<file path="src/rtl/spi_echo_pkg.sv">
package spi_echo_pkg;
    typedef enum logic [1:0] {
        ST_IDLE  = 2'd0,
        ST_SHIFT = 2'd1,
        ST_FULL  = 2'd2
    } echo_state_t;
endpackage

</file>
<file path="src/rtl/spi_echo_sync.sv">
module spi_echo_sync #(
    parameter int          WIDTH   = 3,
    parameter int          STAGES  = 2,
    parameter logic [WIDTH-1:0] RST_VAL = '0
) (
    input  logic             clk,
    input  logic             rst_n,
    input  logic [WIDTH-1:0] din,
    output logic [WIDTH-1:0] dout
);
    logic [STAGES-1:0][WIDTH-1:0] stage_q;

    genvar s;
    generate
        for (s = 0; s < STAGES; s++) begin : g_stage
            if (s == 0) begin : g_first
                always_ff @(posedge clk or negedge rst_n) begin
                    if (!rst_n) stage_q[s] <= RST_VAL;
                    else        stage_q[s] <= din;
                end
            end else begin : g_next
                always_ff @(posedge clk or negedge rst_n) begin
                    if (!rst_n) stage_q[s] <= RST_VAL;
                    else        stage_q[s] <= stage_q[s-1];
                end
            end
        end
    endgenerate

    assign dout = stage_q[STAGES-1];
endmodule

</file>
<file path="src/rtl/spi_echo_edge.sv">
module spi_echo_edge #(
    parameter int               WIDTH   = 2,
    parameter logic [WIDTH-1:0] RST_VAL = '0
) (
    input  logic             clk,
    input  logic             rst_n,
    input  logic [WIDTH-1:0] level,
    output logic [WIDTH-1:0] rise,
    output logic [WIDTH-1:0] fall
);
    logic [WIDTH-1:0] prev_q;

    always_ff @(posedge clk or negedge rst_n) begin
        if (!rst_n) prev_q <= RST_VAL;
        else        prev_q <= level;
    end

    assign rise = level & ~prev_q;
    assign fall = ~level & prev_q;
endmodule

</file>
<file path="src/rtl/spi_echo_ctrl.sv">
module spi_echo_ctrl
    import spi_echo_pkg::*;
#(
    parameter int DATA_W = 8
) (
    input  logic clk,
    input  logic rst_n,
    input  logic ss_s,
    input  logic ss_fall,
    input  logic sclk_rise,
    input  logic sclk_fall,
    output logic rx_shift,
    output logic byte_end,
    output logic tx_load,
    output logic tx_shift
);
    localparam int CNT_W = $clog2(DATA_W + 1);
    localparam logic [CNT_W-1:0] LAST_BIT = CNT_W'(DATA_W - 1);

    echo_state_t      state_q, state_d;
    logic [CNT_W-1:0] cnt_q;

    always_ff @(posedge clk or negedge rst_n) begin
        if (!rst_n) state_q <= ST_IDLE;
        else        state_q <= state_d;
    end

    always_comb begin
        state_d = state_q;
        unique case (state_q)
            ST_IDLE:  if (ss_fall) state_d = ST_SHIFT;
            ST_SHIFT: begin
                if (ss_s)                                state_d = ST_IDLE;
                else if (sclk_rise && cnt_q == LAST_BIT) state_d = ST_FULL;
            end
            ST_FULL:  if (ss_s) state_d = ST_IDLE;
            default:  state_d = ST_IDLE;
        endcase
    end

    always_ff @(posedge clk or negedge rst_n) begin
        if (!rst_n)        cnt_q <= '0;
        else if (ss_fall)  cnt_q <= '0;
        else if (rx_shift) cnt_q <= cnt_q + 1'b1;
    end

    always_comb begin
        rx_shift = (state_q == ST_SHIFT) && sclk_rise;
        byte_end = rx_shift && (cnt_q == LAST_BIT);
        tx_load  = (state_q == ST_IDLE);
        tx_shift = (state_q != ST_IDLE) && sclk_fall;
    end

    assert_cnt_bound_R8: assert property (@(posedge clk) disable iff (!rst_n)
        cnt_q <= CNT_W'(DATA_W));

    assert_full_after_byte_R5: assert property (@(posedge clk) disable iff (!rst_n)
        byte_end |=> (state_q == ST_FULL));

    assert_full_holds_count_R8: assert property (@(posedge clk) disable iff (!rst_n)
        (state_q == ST_FULL && !ss_s) |=> $stable(cnt_q));

    assert_idle_when_deselected_R6: assert property (@(posedge clk) disable iff (!rst_n)
        (ss_s && state_q != ST_IDLE) |=> (state_q == ST_IDLE));
endmodule

</file>
<file path="src/rtl/spi_echo_shreg.sv">
module spi_echo_shreg #(
    parameter int DATA_W = 8
) (
    input  logic              clk,
    input  logic              rst_n,
    input  logic              mosi_s,
    input  logic              rx_shift,
    input  logic              byte_end,
    input  logic              tx_load,
    input  logic              tx_shift,
    output logic              tx_msb,
    output logic [DATA_W-1:0] status,
    output logic              done
);
    logic [DATA_W-1:0] rx_q, tx_q, status_q;
    logic              done_q;

    always_ff @(posedge clk or negedge rst_n) begin
        if (!rst_n) begin
            rx_q     <= '0;
            tx_q     <= '0;
            status_q <= '0;
            done_q   <= 1'b0;
        end else begin
            if (rx_shift) rx_q <= {rx_q[DATA_W-2:0], mosi_s};
            if (tx_load)       tx_q <= rx_q;
            else if (tx_shift) tx_q <= {tx_q[DATA_W-2:0], 1'b0};
            if (byte_end) status_q <= {rx_q[DATA_W-2:0], mosi_s};
            done_q <= byte_end;
        end
    end

    assign tx_msb = tx_q[DATA_W-1];
    assign status = status_q;
    assign done   = done_q;

    assert_done_single_R5: assert property (@(posedge clk) disable iff (!rst_n)
        done_q |=> !done_q);

    assert_status_only_on_done_R5: assert property (@(posedge clk) disable iff (!rst_n)
        (status_q != $past(status_q)) |-> done_q);

    assert_rx_hold_R6: assert property (@(posedge clk) disable iff (!rst_n)
        !rx_shift |=> $stable(rx_q));

    assert_tx_zero_fill_R3: assert property (@(posedge clk) disable iff (!rst_n)
        (tx_shift && !tx_load) |=> (tx_q[0] == 1'b0));
endmodule

</file>
<file path="src/rtl/spi_echo_slave.sv">
module spi_echo_slave #(
    parameter int DATA_W        = 8,
    parameter int SYNC_STAGES   = 2,
    parameter bit TRISTATE_MISO = 1'b0
) (
    input  logic              clk,
    input  logic              rst_n,
    input  logic              spi_sclk,
    input  logic              spi_ss_n,
    input  logic              spi_mosi,
    output logic              spi_miso,
    output logic [DATA_W-1:0] rx_status,
    output logic              rx_done
);
    logic [2:0] pins_s;
    logic       sclk_s, ss_s, mosi_s;
    logic [1:0] rise_v, fall_v;
    logic       rx_shift, byte_end, tx_load, tx_shift, tx_msb;

    spi_echo_sync #(
        .WIDTH   (3),
        .STAGES  (SYNC_STAGES),
        .RST_VAL (3'b010)
    ) u_sync (
        .clk   (clk),
        .rst_n (rst_n),
        .din   ({spi_sclk, spi_ss_n, spi_mosi}),
        .dout  (pins_s)
    );

    assign sclk_s = pins_s[2];
    assign ss_s   = pins_s[1];
    assign mosi_s = pins_s[0];

    spi_echo_edge #(
        .WIDTH   (2),
        .RST_VAL (2'b01)
    ) u_edge (
        .clk   (clk),
        .rst_n (rst_n),
        .level ({sclk_s, ss_s}),
        .rise  (rise_v),
        .fall  (fall_v)
    );

    spi_echo_ctrl #(.DATA_W(DATA_W)) u_ctrl (
        .clk       (clk),
        .rst_n     (rst_n),
        .ss_s      (ss_s),
        .ss_fall   (fall_v[0]),
        .sclk_rise (rise_v[1]),
        .sclk_fall (fall_v[1]),
        .rx_shift  (rx_shift),
        .byte_end  (byte_end),
        .tx_load   (tx_load),
        .tx_shift  (tx_shift)
    );

    spi_echo_shreg #(.DATA_W(DATA_W)) u_shreg (
        .clk      (clk),
        .rst_n    (rst_n),
        .mosi_s   (mosi_s),
        .rx_shift (rx_shift),
        .byte_end (byte_end),
        .tx_load  (tx_load),
        .tx_shift (tx_shift),
        .tx_msb   (tx_msb),
        .status   (rx_status),
        .done     (rx_done)
    );

    generate
        if (TRISTATE_MISO) begin : g_miso_tri
            assign spi_miso = ss_s ? 1'bz : tx_msb;
        end else begin : g_miso_drv
            assign spi_miso = tx_msb;
        end
    endgenerate
endmodule

</file>
<file path="config.mk">
export PLATFORM = sky130hd
export DESIGN_NAME = spi_echo_slave
export DESIGN_NICKNAME = d
export VERILOG_FILES = /design/src/rtl/spi_echo_pkg.sv /design/src/rtl/spi_echo_sync.sv /design/src/rtl/spi_echo_edge.sv /design/src/rtl/spi_echo_ctrl.sv /design/src/rtl/spi_echo_shreg.sv /design/src/rtl/spi_echo_slave.sv
export SDC_FILE = /design/constraint.sdc
export NUM_CORES = 1
export LEC_CHECK = 0
export ABC_AREA = 1
export ABC_CLOCK_PERIOD_IN_PS = 3500
export BUFFER_PORTS_ARGS = -buffer_cell sky130_fd_sc_hd__clkbuf_2
export CAP_MARGIN = 20
export CORE_MARGIN = 3
export CORE_UTILIZATION = 25
export DETAILED_ROUTE_END_ITERATION = 10
export GPL_ROUTABILITY_DRIVEN = 0
export PLACE_DENSITY = 0.42
export SYNTH_ARGS = -nofsm -noshare
export SYNTH_HDL_FRONTEND = slang
export SYNTH_SLANG_ARGS = --single-unit
</file>
<file path="constraint.sdc">
create_clock -name clk -period 3.5 [get_ports clk]
set_input_delay 0.175 -clock clk [delete_from_list [all_inputs] [get_ports clk]]
set_output_delay 0.175 -clock clk [all_outputs]
set_load 0.03 [all_outputs]
</file>
==> run metrics, run 1 <==
outcome=finished, final reports clean; synth unique cells=19; global route overflow=0; Period minus WS final=1.36 ns; post-route DRC violation count=0; Syn Inst Count=162; Synth top area share=57.1%; syn_nets=168; Hold Worst Slack=0.323 ns; CTS resizes=0; PwrDens=507 mW/mm^2; Tcrit/Tclk final=38.9%; startpoint types=flip-flop; worst-margin pin slew=0.500 ns; total clock sinks=39; dominant synthesized flop cell=dfrtp_1; max_slew headroom=66.6%; num ports=15; Post-Route WL=3.00 mm; Hold/Removal Path Class=in2async; total global-route track usage=9.30%; Hold Fails Final Rpt=0; NumNets Final=192; initial antenna violation count=0; worst r2r src=u_ctrl.cnt_q[0]; Data required, critical path=3.70 ns; r2r endpoint=u_shreg.status[7]; HPWL after detailed placement=2.13 mm; die height=85.5 um; Max Cap Viol=0; die span in x=85.5 um; Setup-failing EPs final=0; Warnings, synthesis=0; first-pass GRT wire length=5.42 mm; Critical Path AT=1.56 ns; Vias/cell=4.28; number of global-route vias before repair=1201; area grow syn2layout=18.3%; WL per Instance=11.4 um; Skew-Pair Late Insertion Delay=0.28 ns; EDFF count, synth=0; I/O Buffers=14; initial drt markers=90; Inserted Clock Buffers=5; leading area contributor after synthesis=dfrtp_1; final slew viol count=0; ant diodes=0; worst vdd ir=0.000192 V; Die ar.=0.00731 sq mm; Register-to-Register Setup Slack=2.14 ns; CTS tree=done; Routed Antenna Nets=0; RSZ-0062 raised after global routing=false; worst setup path class=reg2reg; LEAKAGE=0.941 nW; Reg clk slew, reported paths=0.08 ns; Root Driver=clkbuf_8; Power Total=946 uW; post-synthesis sequential area ratio=62.0%; total negative slack=0 ns; Crit. End Element=flip-flop; Initial Util=26.2%; f_max=735 MHz; Core ar.=0.00603 sq mm; Synth top cells by count=nand2_1, dfrtp_1, nor2_1, inv_1, o21ai_0; Area contributors post-synth=dfrtp_1, nand2_1, dfstp_2, o21ai_0, nand3_1; via count=1122; H-Tree Depth=2; cell area after synthesis=0.00158 sq mm; CTS max path bufs=2; Synth Register Bits=39; Rows=28; DRT Pass-1 Iters=4; Async S/R FF share, synth=100%; count leader, synth=nand2_1; Syn Area/Cell=9.75 sq um; crit-path max FO=15; pin count of the biggest net entering global routing=40; worst r2r path cells=6; final setup skew=0.00701 ns; share of cells above drive strength 1=20.3%
[metal layers]
layer	part of all wire (%)	GRT usage, %
met5	0	0
met4	1.2	3.60
met3	4.2	2.91
met2	48	14.9
met1	47	11.7
[state kept, by name, indices dropped and copies added, names as in the netlist]
register and cells:
u_ctrl.cnt_q 4, u_ctrl.state_q 2, u_edge.prev_q 2, u_shreg.status 8
u_sync.dout 3, u_shreg.done 1, u_sync.stage_q 3, u_shreg.rx_q 8
u_shreg.tx_q 8
[how the worst max path moves through the flow]
stage | endpoint | start | cells past startpoint | slack [ns]
after global routing | u_shreg.status[7] | u_ctrl.cnt_q[0] | 6 | 1.98
after detailed placement | u_shreg.status[7] | u_ctrl.cnt_q[0] | 6 | 2.15
after floorplan | u_shreg.status[0] | u_ctrl.cnt_q[0] | 7 | 2.24
final | u_shreg.status[7] | u_ctrl.cnt_q[0] | 6 | 2.14
after global placement | u_shreg.status[6] | u_ctrl.cnt_q[0] | 6 | 2.22
after CTS | u_shreg.status[7] | u_ctrl.cnt_q[0] | 6 | 2.13
[logic make-up (layout without fill, tap and decap cells)]
group	Yosys count	after routing	share of synthesized area [%]
adders and majority gates	1	1	0.792
and+or+nand+nor	72	72	20.4
buffers and inverters	17	42	4.60
DFF	39	39	62.0
AOI/OAI and AO/OA	32	32	11.6
xor gates and xnor gates	1	1	0.555
[power breakdown]
group / leakage, nW / total (mW) / switching, mW / internal (mW)
registers: 0.508 / 0.535 / 0.0323 / 0.503
logic: 0.391 / 0.121 / 0.0799 / 0.0415
clock network: 0.0422 / 0.290 / 0.150 / 0.140
total: 0.941 / 0.946 / 0.262 / 0.684
[critical path, cell delays in order (launching register included)]
cell and delay, ns:
dfrtp_1 0.42, ha_1 0.24, nand3_1 0.18, inv_1 0.10, nand2_4 0.19, nand2_1 0.08
o21ai_0 0.08
[per-stage QoR]
step | cells | worst slack [ns] | cell area, sq um | utilization, %
3_5_place_dp | 249 | 2.15 | 1730 | 28.7
5_1_grt | 262 | 1.98 | 1870 | 31.0
6_report | 262 | 2.14 | 1870 | 31.0
2_1_floorplan | 162 | 2.24 | 1580 | -
4_1_cts | 260 | 2.13 | 1840 | 30.5
3_3_place_gp | 249 | 2.22 | 1730 | 28.7
[cell type report]
class | instances | area, sq um
fill | 643 | 4160
timing repair buffer | 19 | 130
clock buffer | 7 | 76.3
tap | 75 | 93.8
clock inverter | 1 | 5.00
sequential | 39 | 980
multi-input combinational | 106 | 527
inverter | 15 | 56.3
[cell usage in the layout (no fill, tap or decap), drive strengths merged]
cell          n
buf           1
nor2         15
dfstp         3
nand2        44
nand4         2
o21ai        25
a21oi         7
xor2          1
dfrtp        36
inv          15
ha            1
clkbuf       21
dlygate4sd3   4
clkinv        1
nand3        11
[what timing repair did]
| item | in CTS | in global routing |
|---|---|---|
| hold buffers | 3 | 1 |
| endpoints found under the hold margin | 3 | 10 |
| buffers inserted | 0 | 0 |
Note: power is estimated with default switching activity, not from simulation.
==> run 2, diff against run 1 <==
Settings changed: ABC_CLOCK_PERIOD_IN_PS 3500 to 1300.
Clock period 3.5 ns to 1.3 ns, I/O delays scaled along.
==> run metrics, run 2 (same netlist as run 1, synthesis figures left out) <==
busiest layer in global routing=met2; final setup skew=0.00589 ns; num ports=15; setup ws final=0.0878 ns; Area after DPL=0.00180 sq mm; ant diodes=0; PwrDens=1350 mW/mm^2; Max Cap Viol=0; Post-Route WL=3.09 mm; Period minus WS final=1.21 ns; total global-route track usage=9.00%; number of global-route vias before repair=1134; Util after Layout=32.2%; CTS tree=done; startpoint types=flip-flop; Vias/cell=4.27; GR Util met3=3.30%; CTS max path bufs=2; die span in x=85.5 um; HPWL after detailed placement=2.12 mm; worst vdd ir=0.000654 V; multi-input logic area=533 sq um; f_max=825 MHz; via count=1154; die height=85.5 um; pin count of the biggest net entering global routing=40; Inserted Clock Buffers=5; Data required, critical path=1.48 ns; area grow syn2layout=22.9%; post-route DRC violation count=0; LEAKAGE=0.985 nW; NumNets Final=201; M2 GR Usage=14.9%; outcome=finished, final reports clean; Final Cell Area=0.00194 sq mm; Hold Fails Final Rpt=0; worst-margin pin slew=0.495 ns; global route overflow=0; share of cells above drive strength 1=25.1%; WL per Instance=11.5 um; Reg clk slew, reported paths=0.07 ns; DRT Pass-1 Iters=4; total clock sinks=39; total negative slack=0 ns; crit-path max FO=7; Tcrit/Tclk final=93.2%; Routed Antenna Nets=0; GR met1 Demand/Resource=10.8%; final slew viol count=0; placed instance count=257; initial antenna violation count=0; FF+latch area=980 sq um; Skew-Pair Late Insertion Delay=0.29 ns; Core ar.=0.00603 sq mm; Filler Cell Count=633; RSZ-0062 raised after global routing=false; worst setup path class=reg2reg; initial drt markers=46; most frequent cells in the layout=nand2_1, dfrtp_1, nor2_1, clkbuf_2; H-Tree Depth=2; Root Driver=clkbuf_8; Hold/Removal Path Class=reg2reg; Critical Path AT=1.39 ns; Rows=28; Die ar.=0.00731 sq mm; Crit. End Element=flip-flop; I/O Buffers=14; most common cell after layout, fill and taps aside=nand2_1; max_slew headroom=67.0%; Initial Util=26.2%; first-pass GRT wire length=5.12 mm; pre-CTS setup slack=0.0739 ns; Setup-failing EPs final=0; count of non-filler cells in the finished layout=270
-- run 2: path summary, 6_finish.rpt --
| check | from | endpoint | slack, ns | cells past startpoint |
|---|---|---|---|---|
| hold / removal | u_sync.stage_q[2] | u_sync.dout[2] | 0.35 | 0 |
| setup / recovery | u_ctrl.state_q[1] | u_ctrl.cnt_q[0] | 0.09 | 7 |
| hold reg to reg | u_sync.stage_q[2] | u_sync.dout[2] | 0.35 | 0 |
| max in group asynchronous | rst_n | u_edge.prev_q[0] | 0.57 | 3 |
| setup reg to reg | u_ctrl.state_q[1] | u_ctrl.cnt_q[0] | 0.09 | 7 |
| min in group asynchronous | rst_n | u_shreg.tx_q[3] | 0.36 | 3 |
-- run 2: layer usage --
metal / wire, um / vias up / part of all wire, %
met5: 0 / - / 0
met4: 18 / 0 / 0.58
met3: 125 / 2 / 4.0
met2: 1470 / 17 / 47
met1: 1480 / 547 / 48
li1: - / 588 / -
-- run 2: worst max-delay path, cell delays in order, from the launching register on --
cell and delay (ns):
dfrtp_1 0.43, inv_2 0.11, nand2_2 0.10, nor2_8 0.16, buf_4 0.17, nand2_1 0.05, nand2_1 0.05, nor2_1 0.04
-- run 2: repair_timing --
item                                    CTS  global route
hold buffers                              4             0
resized for setup                         0             1
endpoints found under the hold margin    39             0
setup buffers                             0             1
endpoints found under the setup margin    0             9
-- run 2: cell type report --
| type | instances | share of cell area [%] |
|---|---|---|
| Clock buffer | 6 | 4.26 |
| Timing Repair Buffer | 27 | 9.80 |
| Tap cell | 75 | 4.84 |
| Inverter | 15 | 2.90 |
| Multi-Input combinational cell | 107 | 27.5 |
| Clock inverter | 1 | 0.258 |
| Sequential cell | 39 | 50.5 |
-- run 2: report_power, final --
part	internal (mW)	switching [mW]
clock	0.416	0.407
combinational	0.132	0.224
sequential	1.35	0.0836
-- run 2: stage by stage --
stage / hold slack, ns / power (mW)
after global placement: 0.151 / 1.80
after floorplan: -0.231 / 1.67
final: 0.351 / 2.62
after CTS: 0.353 / 2.66
after global routing: 0.359 / 2.79
after detailed placement: 0.154 / 1.81
==> run 3, diff against run 2 <==
Settings changed: ABC_AREA 1 to not set, CELL_PAD_IN_SITES_DETAIL_PLACEMENT set to 0, CELL_PAD_IN_SITES_GLOBAL_PLACEMENT set to 1, CTS_CLUSTER_DIAMETER set to 120, PLACE_DENSITY 0.42 to 0.48.
==> run metrics, run 3 <==
outcome=complete, but fails checks; failing checks=negative setup slack; Die ar.=0.00709 sq mm; final slew viol count=0; Reg clk slew, reported paths=0.07 ns; most common cell after layout, fill and taps aside=dfrtp_1; DRT Pass-1 Iters=4; max_slew headroom=83.2%; LEAKAGE=1.00 nW; die span in x=84.2 um; HPWL after detailed placement=1.93 mm; most frequent cells in the layout=dfrtp_1, mux2_4, clkbuf_2, buf_4, mux2i_1; share of cells above drive strength 1=47.0%; Filler Cell Count=563; Register-to-Register Setup Slack=-0.32 ns; Tcrit/Tclk final=125%; setup ws final=-0.324 ns; Period minus WS final=1.62 ns; dominant synthesized flop cell=dfrtp_1; Data required, critical path=1.47 ns; Warnings, synthesis=0; final setup skew=0.00287 ns; initial antenna violation count=0; total global-route track usage=9.53%; Hold/Removal Path Class=in2async; synth unique cells=26; Rows=27; Max Cap Viol=0; Area contributors post-synth=dfrtp_1, mux2_4, mux2_2, mux2i_1, dfstp_2; area grow syn2layout=34.8%; Root Driver=clkbuf_8; PwrDens=1310 mW/mm^2; H-Tree Depth=2; post-route DRC violation count=0; post-synthesis sequential area ratio=64.1%; Vias/cell=4.29; total clock sinks=39; crit-path max FO=5; Syn Area/Cell=14.2 sq um; Post-Route WL=2.99 mm; via count=956; Core ar.=0.00571 sq mm; pre-CTS setup slack=-0.325 ns; pin count of the biggest net entering global routing=40; Synth top cells by count=dfrtp_1, mux2_2, mux2_4, mux2i_1, nand2_1; Util after Layout=36.1%; first-pass GRT wire length=5.37 mm; startpoint types=flip-flop; count leader, synth=dfrtp_1; Async S/R FF share, synth=100%; RSZ-0062 raised after global routing=true; initial drt markers=14; worst r2r path cells=4; Critical Path AT=1.80 ns; WL per Instance=13.4 um; number of global-route vias before repair=1084; Synth Register Bits=39; CTS max path bufs=2; Crit. End Element=flip-flop; Inserted Clock Buffers=5; Setup-failing EPs final=20; die height=84.2 um; ant diodes=0; num ports=15; I/O Buffers=14; worst vdd ir=0.000619 V; Synth top area share=58.9%; Routed Antenna Nets=0; CTS tree=done; global route overflow=0; Skew-Pair Late Insertion Delay=0.29 ns; Hold Fails Final Rpt=0; worst-margin pin slew=0.251 ns; leading area contributor after synthesis=dfrtp_1; NumNets Final=156; Initial Util=26.8%; f_max=616 MHz; EDFF count, synth=0; cell area after synthesis=0.00153 sq mm; Syn Inst Count=108; worst setup path class=reg2reg; syn_nets=114
-- run 3: critical path, stage by stage (launching register included) --
cell     delay (ns)
dfrtp_1        0.40
ha_4           0.17
nand2_4        0.06
or4_4          0.56
mux2_4         0.33
-- run 3: power breakdown --
part	switching, mW	internal (mW)	leakage (nW)
logic	0.137	0.236	0.455
clock network	0.415	0.375	0.0412
registers	0.148	1.39	0.506
-- run 3: path summary, 6_finish.rpt --
path                                          end              start
worst max register to register  u_shreg.status[1]    u_ctrl.cnt_q[1]
worst max-delay path            u_shreg.status[1]    u_ctrl.cnt_q[1]
min in group clk                   u_sync.dout[0]  u_sync.stage_q[0]
worst min register to register     u_sync.dout[0]  u_sync.stage_q[0]
worst min-delay path            u_sync.stage_q[0]              rst_n
max in group asynchronous          u_sync.dout[1]              rst_n
-- run 3: metal layers --
metal	share of wire [%]	track usage (%)
met1	47	12.2
met2	49	15.3
met3	3.4	3.34
met4	0.74	2.63
met5	0	0
-- run 3: cell type report --
| class | count | area, sq um | share of cell area [%] |
|---|---|---|---|
| Sequential cell | 39 | 980 | 47.5 |
| Multi-Input combinational cell | 64 | 594 | 28.8 |
| Timing Repair Buffer | 38 | 304 | 14.8 |
| Tap cell | 72 | 90.1 | 4.37 |
| Clock buffer | 6 | 72.6 | 3.52 |
| Clock inverter | 2 | 12.5 | 0.607 |
| Inverter | 2 | 7.51 | 0.364 |
-- run 3: cell families after synthesis --
kind of cell / after synthesis / share of synthesized area (%)
DFF: 39 / 64.1
and+or+nand+nor: 25 / 8.51
adders and majority gates: 1 / 0.818
xor gates and xnor gates: 1 / 0.573
muxes: 25 / 19.7
buffers and inverters: 6 / 2.05
AOI/OAI and AO/OA: 11 / 4.26
-- run 3: what timing repair did --
item	CTS	global route
gates resized for setup	9	8
hold buffers	4	0
setup buffers	1	3
pin swaps	5	3
setup endpoints to repair	22	27
hold endpoints to repair	42	0
cloned	1	0
-- run 3: through the flow --
step	setup TNS (ns)	power, mW	hold WS (ns)	cell area, sq um	cells
after floorplan	-2.40	1.76	-0.231	1560	108
after global placement	-3.96	1.90	0.0496	1840	206
after detailed placement	-4.04	1.91	0.0521	1840	206
after CTS	-4.11	2.74	0.269	2010	220
after global routing	-4.47	2.87	0.300	2060	223
final	-3.54	2.70	0.271	2060	223
